## config.mk

```make
export PLATFORM = sky130hd
export DESIGN_NAME = uart_flow_ctl
export DESIGN_NICKNAME = d
export VERILOG_FILES = /design/src/rtl/flow_ctl_pkg.sv /design/src/rtl/flow_ctl_dp.sv /design/src/rtl/flow_ctl_ctrl.sv /design/src/rtl/uart_flow_ctl.sv
export SDC_FILE = /design/constraint.sdc
export NUM_CORES = 1
export LEC_CHECK = 0
export CORE_ASPECT_RATIO = 1.5
export CORE_MARGIN = 8
export CORE_UTILIZATION = 36
export DETAILED_ROUTE_END_ITERATION = 16
export GPL_TIMING_DRIVEN = 0
export HOLD_SLACK_MARGIN = 0.08
export PLACE_DENSITY = 0.78
export SLEW_MARGIN = 20
export SYNTH_ARGS = -nofsm -noshare
export SYNTH_HDL_FRONTEND = slang
export SYNTH_SLANG_ARGS = --single-unit
```

## constraint.sdc

```tcl
create_clock -name clk -period 1.4 [get_ports clk]
set_input_delay 0.42 -clock clk [delete_from_list [all_inputs] [get_ports clk]]
set_output_delay 0.42 -clock clk [all_outputs]
set_load 0.01 [all_outputs]
```

## src/rtl/flow_ctl_pkg.sv

```systemverilog
`timescale 1ns/1ps
package flow_ctl_pkg;

  // Encoding of the character pair selector
  typedef enum logic [1:0] {
    PAIR_NONE = 2'b00,
    PAIR_TWO  = 2'b01,
    PAIR_ONE  = 2'b10,
    PAIR_BOTH = 2'b11
  } pairMode_e;

  // Strobes from the datapath to the control
  typedef struct packed {
    logic xonHit;
    logic xoffHit;
    logic fillAtHalt;
    logic fillAtResume;
  } fcStrobes_t;

endpackage

```

## src/rtl/flow_ctl_dp.sv

```systemverilog
`timescale 1ns/1ps
module flow_ctl_dp
  import flow_ctl_pkg::*;
#(
  parameter int FIFO_DEPTH = 128,
  parameter int THR_W      = 4,
  parameter int THR_UNIT   = 8,
  parameter int CHAR_W     = 8,
  localparam int LVL_W     = $clog2(FIFO_DEPTH + 1),
  localparam int NUM_PAIRS = 2
) (
  input  logic              clk,
  input  logic              rst_n,
  input  logic [THR_W-1:0]  cfgHaltLvl,
  input  logic [THR_W-1:0]  cfgResumeLvl,
  input  logic [1:0]        cfgPairSel,
  input  logic [CHAR_W-1:0] cfgXon1,
  input  logic [CHAR_W-1:0] cfgXoff1,
  input  logic [CHAR_W-1:0] cfgXon2,
  input  logic [CHAR_W-1:0] cfgXoff2,
  input  logic              cfgEchoSupp,
  input  logic [LVL_W-1:0]  rxFill,
  input  logic              rxStrobe,
  input  logic [CHAR_W-1:0] rxData,
  input  logic              txBusy,
  output logic              rxWrEn,
  output fcStrobes_t        strb
);

  localparam int CMP_W = LVL_W + THR_W;

  // Threshold scaling into words
  logic [CMP_W-1:0] haltWords;
  logic [CMP_W-1:0] resumeWords;
  logic [CMP_W-1:0] fillWide;

  assign haltWords   = CMP_W'(cfgHaltLvl) * CMP_W'(THR_UNIT);
  assign resumeWords = CMP_W'(cfgResumeLvl) * CMP_W'(THR_UNIT);
  assign fillWide    = CMP_W'(rxFill);

  // Echo gate: a character is accepted unless it arrives while sending
  logic chrAccept;
  assign chrAccept = rxStrobe && !(cfgEchoSupp && txBusy);
  assign rxWrEn    = chrAccept;

  // Character pair comparison
  logic [CHAR_W-1:0] xonChr  [NUM_PAIRS];
  logic [CHAR_W-1:0] xoffChr [NUM_PAIRS];
  logic [NUM_PAIRS-1:0] curXonEq;
  logic [NUM_PAIRS-1:0] curXoffEq;

  assign xonChr[0]  = cfgXon1;
  assign xonChr[1]  = cfgXon2;
  assign xoffChr[0] = cfgXoff1;
  assign xoffChr[1] = cfgXoff2;

  for (genvar p = 0; p < NUM_PAIRS; p++) begin : g_pair
    assign curXonEq[p]  = (rxData == xonChr[p]);
    assign curXoffEq[p] = (rxData == xoffChr[p]);
  end

  // Previous accepted character for the two-character sequence mode
  logic [CHAR_W-1:0] prevChar;
  logic              prevValid;

  always_ff @(posedge clk or negedge rst_n) begin
    if (!rst_n) begin
      prevChar  <= '0;
      prevValid <= 1'b0;
    end else if (chrAccept) begin
      prevChar  <= rxData;
      prevValid <= 1'b1;
    end
  end

  logic prevXon1Eq;
  logic prevXoff1Eq;
  assign prevXon1Eq  = prevValid && (prevChar == cfgXon1);
  assign prevXoff1Eq = prevValid && (prevChar == cfgXoff1);

  logic xonRaw;
  logic xoffRaw;

  always_comb begin
    xonRaw  = 1'b0;
    xoffRaw = 1'b0;
    case (pairMode_e'(cfgPairSel))
      PAIR_ONE: begin
        xonRaw  = curXonEq[0];
        xoffRaw = curXoffEq[0];
      end
      PAIR_TWO: begin
        xonRaw  = curXonEq[1];
        xoffRaw = curXoffEq[1];
      end
      PAIR_BOTH: begin
        xonRaw  = curXonEq[1] && prevXon1Eq;
        xoffRaw = curXoffEq[1] && prevXoff1Eq;
      end
      default: begin
        xonRaw  = 1'b0;
        xoffRaw = 1'b0;
      end
    endcase
  end

  always_comb begin
    strb.xoffHit      = chrAccept && xoffRaw;
    strb.xonHit       = chrAccept && xonRaw && !xoffRaw;
    strb.fillAtHalt   = (fillWide >= haltWords);
    strb.fillAtResume = (fillWide <= resumeWords);
  end

endmodule

```

## src/rtl/flow_ctl_ctrl.sv

```systemverilog
`timescale 1ns/1ps
module flow_ctl_ctrl
  import flow_ctl_pkg::*;
(
  input  logic       clk,
  input  logic       rst_n,
  input  logic       cfgAutoRts,
  input  logic       cfgRtsLevel,
  input  logic       cfgAutoCts,
  input  logic       cfgAutoXon,
  input  logic       cfgTxDisable,
  input  logic       ctsIn,
  input  logic       txBusy,
  input  logic       txCharEnd,
  input  fcStrobes_t strb,
  output logic       rts,
  output logic       txAllow,
  output logic       evtXon,
  output logic       evtXoff
);

  // RTS hysteresis: halt has priority over resume
  logic rtsHalted;

  always_ff @(posedge clk or negedge rst_n) begin
    if (!rst_n)                 rtsHalted <= 1'b0;
    else if (strb.fillAtHalt)   rtsHalted <= 1'b1;
    else if (strb.fillAtResume) rtsHalted <= 1'b0;
  end

  assign rts = cfgAutoRts ? !rtsHalted : cfgRtsLevel;

  // Software flow state
  logic xoffHeld;

  always_ff @(posedge clk or negedge rst_n) begin
    if (!rst_n)            xoffHeld <= 1'b0;
    else if (!cfgAutoXon)  xoffHeld <= 1'b0;
    else if (strb.xoffHit) xoffHeld <= 1'b1;
    else if (strb.xonHit)  xoffHeld <= 1'b0;
  end

  always_ff @(posedge clk or negedge rst_n) begin
    if (!rst_n) begin
      evtXon  <= 1'b0;
      evtXoff <= 1'b0;
    end else begin
      evtXon  <= strb.xonHit;
      evtXoff <= strb.xoffHit;
    end
  end

  // Transmit permission, changed only between characters
  logic stopCond;
  logic atBoundary;
  logic txAllowQ;

  assign stopCond   = cfgTxDisable || (cfgAutoCts && !ctsIn) || xoffHeld;
  assign atBoundary = !txBusy || txCharEnd;

  always_ff @(posedge clk or negedge rst_n) begin
    if (!rst_n)          txAllowQ <= 1'b0;
    else if (atBoundary) txAllowQ <= !stopCond;
  end

  assign txAllow = txAllowQ;

  // reaching the halt level deasserts automatic RTS
  a_r2_halt_drops: assert property (@(posedge clk) disable iff (!rst_n)
    (cfgAutoRts && strb.fillAtHalt) |=> (!rts || !cfgAutoRts));

  // a halted RTS stays low until the resume level is reached
  a_r3_hysteresis: assert property (@(posedge clk) disable iff (!rst_n)
    (cfgAutoRts && !rts && !strb.fillAtResume) |=> (!rts || !cfgAutoRts));

  // a held stop keeps an idle transmitter blocked
  a_r8_xoff_blocks: assert property (@(posedge clk) disable iff (!rst_n)
    (xoffHeld && !txBusy) |=> !txAllow);

  // no change of permission in the middle of a character
  a_r10_mid_char_hold: assert property (@(posedge clk) disable iff (!rst_n)
    (txBusy && !txCharEnd) |=> $stable(txAllow));

  // disable stops an idle transmitter
  a_r12_disable_stops: assert property (@(posedge clk) disable iff (!rst_n)
    (cfgTxDisable && !txBusy) |=> !txAllow);

endmodule

```

## src/rtl/uart_flow_ctl.sv

```systemverilog
`timescale 1ns/1ps
module uart_flow_ctl
  import flow_ctl_pkg::*;
#(
  parameter int FIFO_DEPTH = 128,
  parameter int THR_W      = 4,
  parameter int THR_UNIT   = 8,
  parameter int CHAR_W     = 8
) (
  input  logic                               clk,
  input  logic                               rst_n,
  input  logic                               cfgAutoRts,
  input  logic                               cfgRtsLevel,
  input  logic [THR_W-1:0]                   cfgHaltLvl,
  input  logic [THR_W-1:0]                   cfgResumeLvl,
  input  logic                               cfgAutoCts,
  input  logic                               cfgAutoXon,
  input  logic [1:0]                         cfgPairSel,
  input  logic [CHAR_W-1:0]                  cfgXon1,
  input  logic [CHAR_W-1:0]                  cfgXoff1,
  input  logic [CHAR_W-1:0]                  cfgXon2,
  input  logic [CHAR_W-1:0]                  cfgXoff2,
  input  logic                               cfgEchoSupp,
  input  logic                               cfgTxDisable,
  input  logic [$clog2(FIFO_DEPTH+1)-1:0]    rxFill,
  input  logic                               rxStrobe,
  input  logic [CHAR_W-1:0]                  rxData,
  input  logic                               txBusy,
  input  logic                               txCharEnd,
  input  logic                               ctsIn,
  output logic                               rts,
  output logic                               txAllow,
  output logic                               rxWrEn,
  output logic                               evtXon,
  output logic                               evtXoff
);

  fcStrobes_t strb;

  flow_ctl_dp #(
    .FIFO_DEPTH (FIFO_DEPTH),
    .THR_W      (THR_W),
    .THR_UNIT   (THR_UNIT),
    .CHAR_W     (CHAR_W)
  ) dp_i (
    .clk          (clk),
    .rst_n        (rst_n),
    .cfgHaltLvl   (cfgHaltLvl),
    .cfgResumeLvl (cfgResumeLvl),
    .cfgPairSel   (cfgPairSel),
    .cfgXon1      (cfgXon1),
    .cfgXoff1     (cfgXoff1),
    .cfgXon2      (cfgXon2),
    .cfgXoff2     (cfgXoff2),
    .cfgEchoSupp  (cfgEchoSupp),
    .rxFill       (rxFill),
    .rxStrobe     (rxStrobe),
    .rxData       (rxData),
    .txBusy       (txBusy),
    .rxWrEn       (rxWrEn),
    .strb         (strb)
  );

  flow_ctl_ctrl ctrl_i (
    .clk          (clk),
    .rst_n        (rst_n),
    .cfgAutoRts   (cfgAutoRts),
    .cfgRtsLevel  (cfgRtsLevel),
    .cfgAutoCts   (cfgAutoCts),
    .cfgAutoXon   (cfgAutoXon),
    .cfgTxDisable (cfgTxDisable),
    .ctsIn        (ctsIn),
    .txBusy       (txBusy),
    .txCharEnd    (txCharEnd),
    .strb         (strb),
    .rts          (rts),
    .txAllow      (txAllow),
    .evtXon       (evtXon),
    .evtXoff      (evtXoff)
  );

  // start and stop events never coincide
  a_r5_events_exclusive: assert property (@(posedge clk) disable iff (!rst_n)
    !(evtXon && evtXoff));

  // no detection with the selector at zero
  a_r7_no_detect: assert property (@(posedge clk) disable iff (!rst_n)
    (cfgPairSel == 2'b00) |=> (!evtXon && !evtXoff));

  // suppressed echoes never produce an event
  a_r11_echo_no_event: assert property (@(posedge clk) disable iff (!rst_n)
    (rxStrobe && cfgEchoSupp && txBusy) |=> (!evtXon && !evtXoff));

endmodule

```

==> out/results.tsv <==
stage	metric	value	unit
global_route	grt_pass1_wl	7.04	mm
timing	worst_pin_slew	644	ps
clock_tree	numCtsBuffers	3	
clock_tree	ctsHoldBuffers	0	
yosys	syn_area_per_cell	9.71	um^2
timing	max_clock_freq	679	MHz
drt	drc	0	
drt	wirelength	4.36	mm
critical_path	endpoint_kind	flip-flop	
clock_tree	clock-root-buffer	clkbuf_8	
yosys	post-synth-top-area-cell	dfrtp_1	
critical_path	startpoint_type	input port	
critical_path	slowest_stage	o31ai_2	
power	total_power	0.00142	W
clock_tree	insertion_delay	240	ps
yosys	synthArstFlopShare	100	%
final_layout	syn_to_final_growth	64.6	%
yosys	synth_top_area_share	25.2	%
timing	hold_viol	0	
global_route	grt_overflow	0	
critical_path	crit_type	in2reg	
final_layout	utilization	62.1	%
power	p_per_area	619	nW/um^2
clock_tree	clk_pin_slew	60	ps
power	ir_drop	0.462	mV
yosys	ys_ff_latch	14	
timing	worst_clock_skew	6.56	ps
global_route	track_usage	14.6	%
yosys	yosysWarnings	0	
critical_path	r2r_start	dp_i.prevChar[7]	
die	fp.dieH	92.1	um
timing	rsz0062_at_grt	true	
final_layout	drive_above_1_share	36.4	%
yosys	synthesis.area	1390	um^2
timing	post-route-worst-setup-slack	-73.2	ps
critical_path	crit_required	1530	ps
drt	drt-wirelength-per-cell	16.7	um
final_layout	nets	297	
timing	min_period	1470	ps
die	die-area	6140	um^2
placed_design	portBuffers	66	
yosys	syn-num-nets	221	
min_path	holdPathStages	2	
die	fp-row-count	27	
global_route	grt_max_degree	15	
clock_tree	cts_tree	yes	
critical_path	cp_max_fo	2	
yosys	yosysMostFrequentCell	xnor2_1	
timing	relSlewSlack	56.9	%
critical_path	critPathLaunch	cfgXon1[7]	
power	p_leak	1.05	nW
timing	slew_viol_final	0	
critical_path	worst_path_largest_cell_delay	270	ps
timing	finalSetupViolations	3	
drt	drtPass1Iterations	4	
flow_run	drv_cap	0	
critical_path	path_cells	clkdlybuf4s15_1, xnor2_1, nand3_1, o31ai_2, a21oi_2, a32o_2	
yosys	synth_area_leaders	dfrtp_1 25%, xnor2_1 24%, ha_1 7.2%	
die	fp.coreArea	3680	um^2
drt	vias	1308	
yosys	ys_top_cells_by_count	38 x xnor2_1, 14 x dfrtp_1, 11 x inv_1	
outcome	outcome	finished with violations	
clock_tree	clk_path_buf_depth	2	
global_route	grt_pass1_vias	1524	
clock_tree	htreeDepth	1	
drt	drtIter0Drc	29	
clock_tree	cts.sinks	14	
placed_design	dp_slack	-1110	ps
min_path	hold_start	rxData[2]	
placed_design	routabilityCongestion	0.874	
timing	finalSetupTns	-123	ps
outcome	violations	negative setup slack	
yosys	synth-edff-count	0	
final_layout	finalNonFillerCells	261	
placed_design	dp_hpwl	3.55	mm
yosys	ys_seq_area_share	25.2	%
die	start_util	37.7	%
timing	fin_crit_sh	105	%
min_path	hold_class	in2reg	
drt	vias_per_cell	5.01	
critical_path	ff2ff_path_depth	5	
drt	postRouteAntennaNets	0	
yosys	synth_cell_type_count	35	
yosys	synth_ff_type	dfrtp_1	
die	io_pins	75	
yosys	postSynthCellCount	143	
die	fp.dieW	66.7	um
global_route	antenna_found_initial	1	
placed_design	dp_cells	252	
critical_path	arrival	1600	ps
==> worst paths after layout <==
kind / end / slack, ps
setup / recovery: ctrl_i.xoffHeld / -70
hold / removal: dp_i.prevChar[2] / 440
setup reg to reg: ctrl_i.xoffHeld / -60
hold reg to reg: ctrl_i.txAllow / 470
max in group asynchronous: dp_i.prevChar[4] / 370
min in group asynchronous: dp_i.prevChar[6] / 570
==> flip-flops by register name (all words and copies together), names as in the netlist <==
name,cells
ctrl_i.evtXoff,1
ctrl_i.rtsHalted,1
dp_i.prevValid,1
dp_i.prevChar,8
ctrl_i.xoffHeld,1
ctrl_i.evtXon,1
ctrl_i.txAllow,1
==> power by group <==
group,switching [W],internal [W],total [W]
Sequential,0.0000418,0.000442,0.000484
Clock,0.000139,0.000190,0.000329
Combinational,0.000246,0.000356,0.000602
Total,0.000427,0.000989,0.00142
==> critical path, delay by kind of cell <==
family,cells,cell delay (ps)
AO/OA/AOI/OAI,3,610
XOR/XNOR,1,220
buffers and inverters,1,230
AND/OR/NAND/NOR,1,120
==> metal layers <==
metal	wire, um	track usage [%]	share of wire (%)	up-vias
li1	-	-	-	639
met1	1600	15.0	37	620
met2	2420	26.3	55	41
met3	268	4.26	6.1	8
met4	78	5.37	1.8	0
met5	0	0	0	-
==> cells by family (layout without fill, tap and decap cells) <==
group                    Yosys count  count (layout)  share of synthesized area (%)
multiplexers                       9               9                           7.21
other                              0               1                              0
buffers and inverters             20              94                           8.56
XOR/XNOR                          48              48                           30.8
AND/OR/NAND/NOR                   27              27                           11.3
flip-flops                        14              14                           25.2
adder cells (fa/ha/maj)            8               8                           7.21
AO/OA/AOI/OAI                     17              17                           9.73
==> metrics by stage <==
stage / hold slack [ps] / area (um^2)
2_1_floorplan: 124 / 1440
3_3_place_gp: 461 / 2150
3_5_place_dp: 471 / 2150
4_1_cts: 441 / 2260
5_1_grt: 451 / 2290
6_report: 444 / 2290
==> cell usage in the layout (no fill, tap or decap), drive strengths merged, types with 9 or more instances in the layout <==
master	n
dfrtp	14
clkdlybuf4s15	9
clkdlybuf4s50	10
xor2	9
inv	11
nand4	9
buf	30
xnor2	39
dlygate4sd2	27
==> repair_timing <==
action | in CTS | in global routing
resized for setup | 129 | 22
pin swaps | 56 | 29
setup buffers | 5 | 0
endpoints found under the setup margin | 18 | 4
gates cloned | 0 | 0
==> layout make-up <==
cell class	instances	area [um^2]
Sequential cell	14	352
Multi-Input combinational cell	109	1120
Buffer	9	101
Clock buffer	3	41.3
Inverter	11	41.3
Antenna cell	1	2.50
Timing Repair Buffer	71	577
Tap cell	43	53.8
Fill cell	334	1400
No activity file was read; power rests on OpenSTA's default activity.
